`src/rtl/irq_cmb_pkg.sv`:
```
package irq_cmb_pkg;
  localparam int unsigned DEF_N_SRC  = 32;
  localparam int unsigned DEF_ADDR_W = 8;
  // Register offsets; software depends on these exact values.
  localparam logic [7:0] OFF_ACK  = 8'h10;
  localparam logic [7:0] OFF_MASK = 8'h14;
  localparam logic [7:0] OFF_STAT = 8'h1c;

  typedef enum logic [1:0] {
    SEL_NONE = 2'd0,
    SEL_ACK  = 2'd1,
    SEL_MASK = 2'd2,
    SEL_STAT = 2'd3
  } reg_sel_e;
endpackage

```
`src/rtl/irq_cmb_regs.sv`:
```
module irq_cmb_regs
  import irq_cmb_pkg::*;
#(
  parameter int unsigned N_SRC  = DEF_N_SRC,
  parameter int unsigned ADDR_W = DEF_ADDR_W
) (
  input  logic              clk,
  input  logic              rst_n,
  input  logic              wr_en,
  input  logic [ADDR_W-1:0] addr,
  input  logic [N_SRC-1:0]  wdata,
  input  logic [N_SRC-1:0]  stat_i,
  output logic [N_SRC-1:0]  ack_q,
  output logic [N_SRC-1:0]  mask_q,
  output logic [N_SRC-1:0]  rdata,
  output reg_sel_e          sel_o
);
  function automatic reg_sel_e decode(input logic [ADDR_W-1:0] a);
    if (a == ADDR_W'(OFF_ACK))       return SEL_ACK;
    else if (a == ADDR_W'(OFF_MASK)) return SEL_MASK;
    else if (a == ADDR_W'(OFF_STAT)) return SEL_STAT;
    else                             return SEL_NONE;
  endfunction

  assign sel_o = decode(addr);

  always_ff @(posedge clk or negedge rst_n) begin
    if (!rst_n) begin
      ack_q  <= '0;
      mask_q <= '0;
    end else if (wr_en) begin
      if (sel_o == SEL_ACK)  ack_q  <= wdata;
      if (sel_o == SEL_MASK) mask_q <= wdata;
    end
  end

  always_comb begin
    unique case (sel_o)
      SEL_ACK:  rdata = ack_q;
      SEL_MASK: rdata = mask_q;
      SEL_STAT: rdata = stat_i;
      default:  rdata = '0;
    endcase
  end
endmodule

```
`src/rtl/irq_cmb_pend.sv`:
```
module irq_cmb_pend #(
  parameter int unsigned N_SRC = irq_cmb_pkg::DEF_N_SRC
) (
  input  logic             clk,
  input  logic             rst_n,
  input  logic [N_SRC-1:0] src_i,
  input  logic [N_SRC-1:0] ack_i,
  output logic [N_SRC-1:0] pend_q,
  output logic [N_SRC-1:0] set_ev,
  output logic [N_SRC-1:0] clr_ev
);
  // Next flag value: the acknowledge bit dominates, otherwise sticky set.
  function automatic logic next_flag(input logic cur, input logic src, input logic ack);
    return ack ? 1'b0 : (cur | src);
  endfunction

  for (genvar i = 0; i < N_SRC; i++) begin : g_flag
    assign set_ev[i] = src_i[i] & ~ack_i[i] & ~pend_q[i];
    assign clr_ev[i] = ack_i[i] & pend_q[i];
    always_ff @(posedge clk or negedge rst_n) begin
      if (!rst_n) pend_q[i] <= 1'b0;
      else        pend_q[i] <= next_flag(pend_q[i], src_i[i], ack_i[i]);
    end
  end
endmodule

```
`src/rtl/irq_cmb_out.sv`:
```
module irq_cmb_out #(
  parameter int unsigned N_SRC = irq_cmb_pkg::DEF_N_SRC
) (
  input  logic             clk,
  input  logic             rst_n,
  input  logic [N_SRC-1:0] pend_i,
  input  logic [N_SRC-1:0] mask_i,
  output logic [N_SRC-1:0] stat_o,
  output logic             any_w,
  output logic             irq_q
);
  function automatic logic [N_SRC-1:0] visible(input logic [N_SRC-1:0] p,
                                               input logic [N_SRC-1:0] m);
    return p & ~m;
  endfunction

  assign stat_o = visible(pend_i, mask_i);
  assign any_w  = |stat_o;

  always_ff @(posedge clk or negedge rst_n) begin
    if (!rst_n) irq_q <= 1'b0;
    else        irq_q <= any_w;
  end
endmodule

```
`src/rtl/irq_combiner.sv`:
```
module irq_combiner
  import irq_cmb_pkg::*;
#(
  parameter int unsigned N_SRC  = DEF_N_SRC,
  parameter int unsigned ADDR_W = DEF_ADDR_W
) (
  input  logic              clk,
  input  logic              rst_n,
  input  logic [N_SRC-1:0]  src_i,
  input  logic              wr_en,
  input  logic [ADDR_W-1:0] addr,
  input  logic [N_SRC-1:0]  wdata,
  output logic [N_SRC-1:0]  rdata,
  output logic              irq_o
);
  logic [N_SRC-1:0] ack_q, mask_q, pend_q, stat_w, set_ev, clr_ev;
  logic             any_w;
  reg_sel_e         sel_w;

  irq_cmb_regs #(.N_SRC(N_SRC), .ADDR_W(ADDR_W)) u_regs (
    .clk(clk), .rst_n(rst_n), .wr_en(wr_en), .addr(addr), .wdata(wdata),
    .stat_i(stat_w), .ack_q(ack_q), .mask_q(mask_q), .rdata(rdata), .sel_o(sel_w)
  );

  irq_cmb_pend #(.N_SRC(N_SRC)) u_pend (
    .clk(clk), .rst_n(rst_n), .src_i(src_i), .ack_i(ack_q),
    .pend_q(pend_q), .set_ev(set_ev), .clr_ev(clr_ev)
  );

  irq_cmb_out #(.N_SRC(N_SRC)) u_out (
    .clk(clk), .rst_n(rst_n), .pend_i(pend_q), .mask_i(mask_q),
    .stat_o(stat_w), .any_w(any_w), .irq_q(irq_o)
  );
endmodule

```
`config.mk`:
```
export PLATFORM = sky130hd
export DESIGN_NAME = irq_combiner
export DESIGN_NICKNAME = d
export VERILOG_FILES = /design/src/rtl/irq_cmb_pkg.sv /design/src/rtl/irq_cmb_regs.sv /design/src/rtl/irq_cmb_pend.sv /design/src/rtl/irq_cmb_out.sv /design/src/rtl/irq_combiner.sv
export SDC_FILE = /design/constraint.sdc
export NUM_CORES = 1
export LEC_CHECK = 0
export BUFFER_PORTS_ARGS = -buffer_cell sky130_fd_sc_hd__buf_2
export CORE_MARGIN = 5
export CORE_UTILIZATION = 55
export DETAILED_ROUTE_END_ITERATION = 7
export GPL_ROUTABILITY_DRIVEN = 0
export PLACE_DENSITY_LB_ADDON = 0.15
export SLEW_MARGIN = 25
export SYNTH_ARGS = -nofsm -noshare
export SYNTH_HDL_FRONTEND = slang
export SYNTH_SLANG_ARGS = --single-unit
```
`constraint.sdc`:
```
create_clock -name clk -period 2.5 [get_ports clk]
set_input_delay 0.5 -clock clk [delete_from_list [all_inputs] [get_ports clk]]
set_output_delay 0.5 -clock clk [all_outputs]
set_load 0.1 [all_outputs]
```
# --- Word-level counts from Yosys, hierarchy flattened ---
# Index checks and enable logic that the tools add are counted.
totals:
  word_cells: 114
  mem_bits_rw: 0
  out_inout_bits: 33
  ff_bits: 97
  in_bits: 75
  memories: 0
  rom_bits: 0
  latch_bits: 0
classes:
  mul: 0
  mux: 36
  shift: 0
  n_div: 0
  n_eq_ne: 6
  addsub: 0
  bitwise_logic: 34
  n_reduce_logical: 3
  magnitude_cmp: 0
ops:
  columns: ["operator", "count"]
  rows:
  - ["$pmux 32 s3", 1]
  - ["$and 32x32->32", 1]
  - ["$mux 1", 32]
  - ["$not 32->32", 1]
  - ["$or 1x1->1", 32]
  - ["$reduce_or 32->1", 1]
  - ["$eq 8x5->1 const B", 3]
  - ["$mux 2", 3]
  - ["$eq 2x2->1 const B", 2]
  - ["$reduce_and 2->1", 2]
  - ["$eq 2x1->1 const B", 1]

# --- Logic depth before layout (Yosys ltp) ---
logic_depth:
  depth_word: 6
  depth_mapped: 6
  depth_no_buf: 4

# --- Modules after synthesis ---
# A second synthesis with hierarchy kept.
unflattened:
  hier_cells: 460
  area_unflattened_um2: 5649.2
by_module_without_submodules:
  columns: ["module", "n_inst", "area_each_um2", "cells_per_inst"]
  rows:
  - ["irq_cmb_regs", 1, 3470.8, 288]
  - ["irq_cmb_pend", 1, 1761.7, 128]
  - ["irq_cmb_out", 1, 416.6, 44]

# --- Worst setup path after synthesis ---
# No wires, ideal clock.
synth_path:
  path_kind: "input-to-output"
  start: "input addr[2]"
  end: "output rdata[10]"
  required_time_ps: 2000
  slack_ps: -588
  cell_stages: 5
  t_arrival_ps: 2588
  path_cell_list: "clkbuf_1 > buf_2 > mux2i_1 > o22a_1 > nor2_1"
synth_between:
  elab_chain_cells: 6
synth_lines:
  columns: ["item", "line", "text"]
  rows:
  - ["start, declared", "irq_combiner.sv:11", "input logic [ADDR_W-1:0] addr,"]
  - ["$eq 8x5->1", "irq_cmb_regs.sv:21", "else if (a == ADDR_W'(OFF_STAT)) return SEL_STAT;"]
  - ["$mux 2", "irq_cmb_regs.sv:21", null]
  - ["$mux 2", "irq_cmb_regs.sv:20", "else if (a == ADDR_W'(OFF_MASK)) return SEL_MASK;"]
  - ["$mux 2 *", "irq_cmb_regs.sv:19", "if (a == ADDR_W'(OFF_ACK)) return SEL_ACK;"]
  - ["$eq 2x2->1 or $eq 2x1->1 (tied branches)", "irq_cmb_regs.sv:38", "unique case (sel_o)"]
  - ["$pmux 32 s3 *", "irq_cmb_regs.sv:38", null]
  - ["end, declared", "irq_combiner.sv:13", "output logic [N_SRC-1:0] rdata,"]
# Mark *: on every way between the ends. The rest lies on a longest branch, timed or not.

# --- Worst setup path after layout ---
layout_path:
  start: "input addr[7]"
  end: "output rdata[31]"
# The elaborated chain is that of the path after synthesis.

==> results_dict.tcl <==
set metrics [dict create \
    critPathCaptureType "output port" \
    cts-htree-levels 3 \
    wl_per_cell_um 18.2 \
    yosysTopAreaCellShare_pct 50.8 \
    top_layer_used "met4" \
    insertion_delay_ps 360 \
    crit_path_max_fanout 21 \
    comb_power_share_pct 14.2 \
    tightestPinTransition_ps 532 \
    dr_wl_met3_um 565 \
    ys_seq_area_share_pct 50.8 \
    first_pass_iters 4 \
    seqPwrFrac_pct 54.2 \
    die_w_um 103 \
    cp.required_ps 2000 \
    finalHoldViolations 0 \
    fmax_mhz 427 \
    seq_area_mm2 0.00243 \
    yosys-top-cells-area "dfrtp_1 (51%), mux2_4 (19%), nor2_1 (7.5%), mux2i_1 (6.7%), o22a_1 (5.9%)" \
    portBuffers 107 \
    totalWireLength_mm 11.2 \
    fin_ws_ps 159 \
    crit_type "in -> out" \
    cts.repair.resized 0 \
    dieHeight_um 103 \
    reg2reg_depth 4 \
    nNetsFinal 578 \
    power.internal_uw 2350 \
    period_share_pct 93.6 \
    critPathArrivalTime_ps 1840 \
    status "completed" \
    start_kind "input port" \
    grt_start_max_net_pins 39 \
    grt_pass1_wl_mm 18.2 \
    multi_input_area_mm2 0.00238 \
    clkSinkCount 97 \
    post-place-ws_ps 88.6 \
    dr_wl_met2_mm 5.64 \
    max-cap-violations 0 \
    rsz0062_at_grt "false" \
    dp.final_hpwl_mm 8.02 \
    stdcell_count 616 \
    cts_tree "built" \
    drt-initial-drc-count 140 \
    yosys.area.top_type "dfrtp_1" \
    num_rows 34 \
    track_usage_pct 22.2 \
    drive_gt1_share_pct 46.1 \
    yosys_warnings 0 \
    grt_overflow 0 \
    coreArea_mm2 0.00859 \
    cts_hold_buf 0 \
    hold_class "in -> async" \
    grt_pass1_vias 3714 \
    met1_length_mm 4.79 \
    post_cts_buffers 0 \
    clockBufferDepth 2 \
    die_area_mm2 0.0106 \
    max-vdd-ir-drop_mv 0.385 \
    via_per_inst 5.52 \
    clkPwrFrac_pct 31.6 \
    r2r_start "u_regs.mask_q[10]" \
    ant_nets 0 \
    switching_share_pct 26.3 \
    regToRegEndpoint "u_out.irq_q" \
    clkSlewWorstSetupHoldPaths_ps 100 \
    fill_cells 602 \
    drv_slew 0 \
    antenna_cells 0 \
    cts_buffers 9 \
    initial_core_util_pct 55.6 \
    slew_headroom_pct 64.5 \
    antenna_found_initial 0 \
    power_density_mw_per_mm2 506 \
    avgSynthCellArea_um2 12.1 \
    synth_cell_type_count 17 \
    ff2ff_setup_slack_ps 1150 \
    netlist_instances 393 \
    leakage_uw 0.00305 \
    ioPinCount 108 \
    syn_nets 468 \
    finalSetupViolCount 0 \
    via_count 3402 \
    drcViolationCount 0 \
    place_inst 600 \
    synth-seq-cells 97 \
    root_buffer "clkbuf_8" \
    syn-cell-area_mm2 0.00477 \
    period_minus_slack_ps 2340 \
    skew_ps 10.0 \
    power_switching_uw 840 \
    syn_to_final_growth_pct 32.3 \
]
## final cells by class
type | instances | share of cell area (%)
Timing Repair Buffer | 121 | 18.6
Inverter | 2 | 0.119
Sequential cell | 97 | 38.4
Multi-Input combinational cell | 272 | 37.7
Clock inverter | 6 | 1.03
Tap cell | 108 | 2.14
Clock buffer | 10 | 2.02
## Yosys cell counts (all sizes together)
master / n
nand2: 2
nand4: 8
dfrtp: 97
nor4: 3
o22a: 32
nand2b: 32
clkbuf: 9
inv: 2
nand3b: 1
nor2: 96
or4: 2
mux2i: 32
buf: 13
mux2: 64
## cell families after synthesis
kind of cell,after synthesis,synth area share (%)
and+or+nand+nor,144,13.8
DFF,97,50.8
muxes,96,26.5
AOI/OAI and AO/OA,32,5.87
buffers and inverters,24,2.96
## layer usage
metal	vias to the layer above	global-route usage, %
met2	98	37.3
met4	0	7.17
met3	21	4.96
met5	-	0
met1	1697	28.6
li1	1586	-
## power by group through the flow
| stage | Combinational [uW] | Clock (uW) | Sequential, uW |
|---|---|---|---|
| 2_1_floorplan | 290 | 0 | 1740 |
| 3_3_place_gp | 445 | 0 | 1760 |
| 3_5_place_dp | 458 | 0 | 1760 |
| 4_1_cts | 460 | 1040 | 1730 |
| 5_1_grt | 499 | 1090 | 1740 |
| 6_report | 455 | 1010 | 1730 |
## placed cells by master (no fill, tap or decap)
cell type	instances
bufinv_16	1
nand4_1	8
inv_1	2
clkinv_2	2
nor2_1	64
buf_2	74
clkbuf_8	9
buf_4	11
clkinvlp_4	1
inv_6	2
clkbuf_1	1
nor2_4	18
nor2_2	14
mux2i_1	32
nor4_1	3
dfrtp_1	97
nand2_1	2
or4_2	2
buf_12	36
nand2b_1	32
nand3b_1	1
o22a_1	32
mux2_4	60
mux2_2	4
## sequential cells by signal, summed over array words and instances (netlist names)
register	cells
u_regs.mask_q	32
u_out.irq_q	1
u_pend.pend_q	32
u_regs.ack_q	32
## how the worst max path moves through the flow
stage,cells after the start,to,slack [ps],startpoint
floorplan,4,rdata[10],-300,addr[7]
global placement,6,u_regs.ack_q[2],170,addr[7]
detailed placement,6,u_regs.ack_q[1],90,addr[7]
CTS,6,rdata[19],130,addr[7]
global route,6,rdata[27],30,addr[7]
finish,6,rdata[31],160,addr[7]
## worst max-delay path: stages
cell      delay [ps]
buf_2            100
nor4_1           270
nand3b_1         190
buf_4            340
nor2_2           230
buf_12           190
## metrics by stage
stage          total power [uW]  hold WS, ps  instance area, um2  util, %  TNS (ps)
2_1_floorplan              2030          204                4940        -     -3570
3_3_place_gp               2200          430                6120     71.2         0
3_5_place_dp               2220          443                6120     71.2         0
4_1_cts                    3230         74.8                6310     73.5         0
5_1_grt                    3340         91.0                6310     73.5         0
6_report                   3190         73.2                6310     73.5         0
Power figures use the tool's default switching activity.
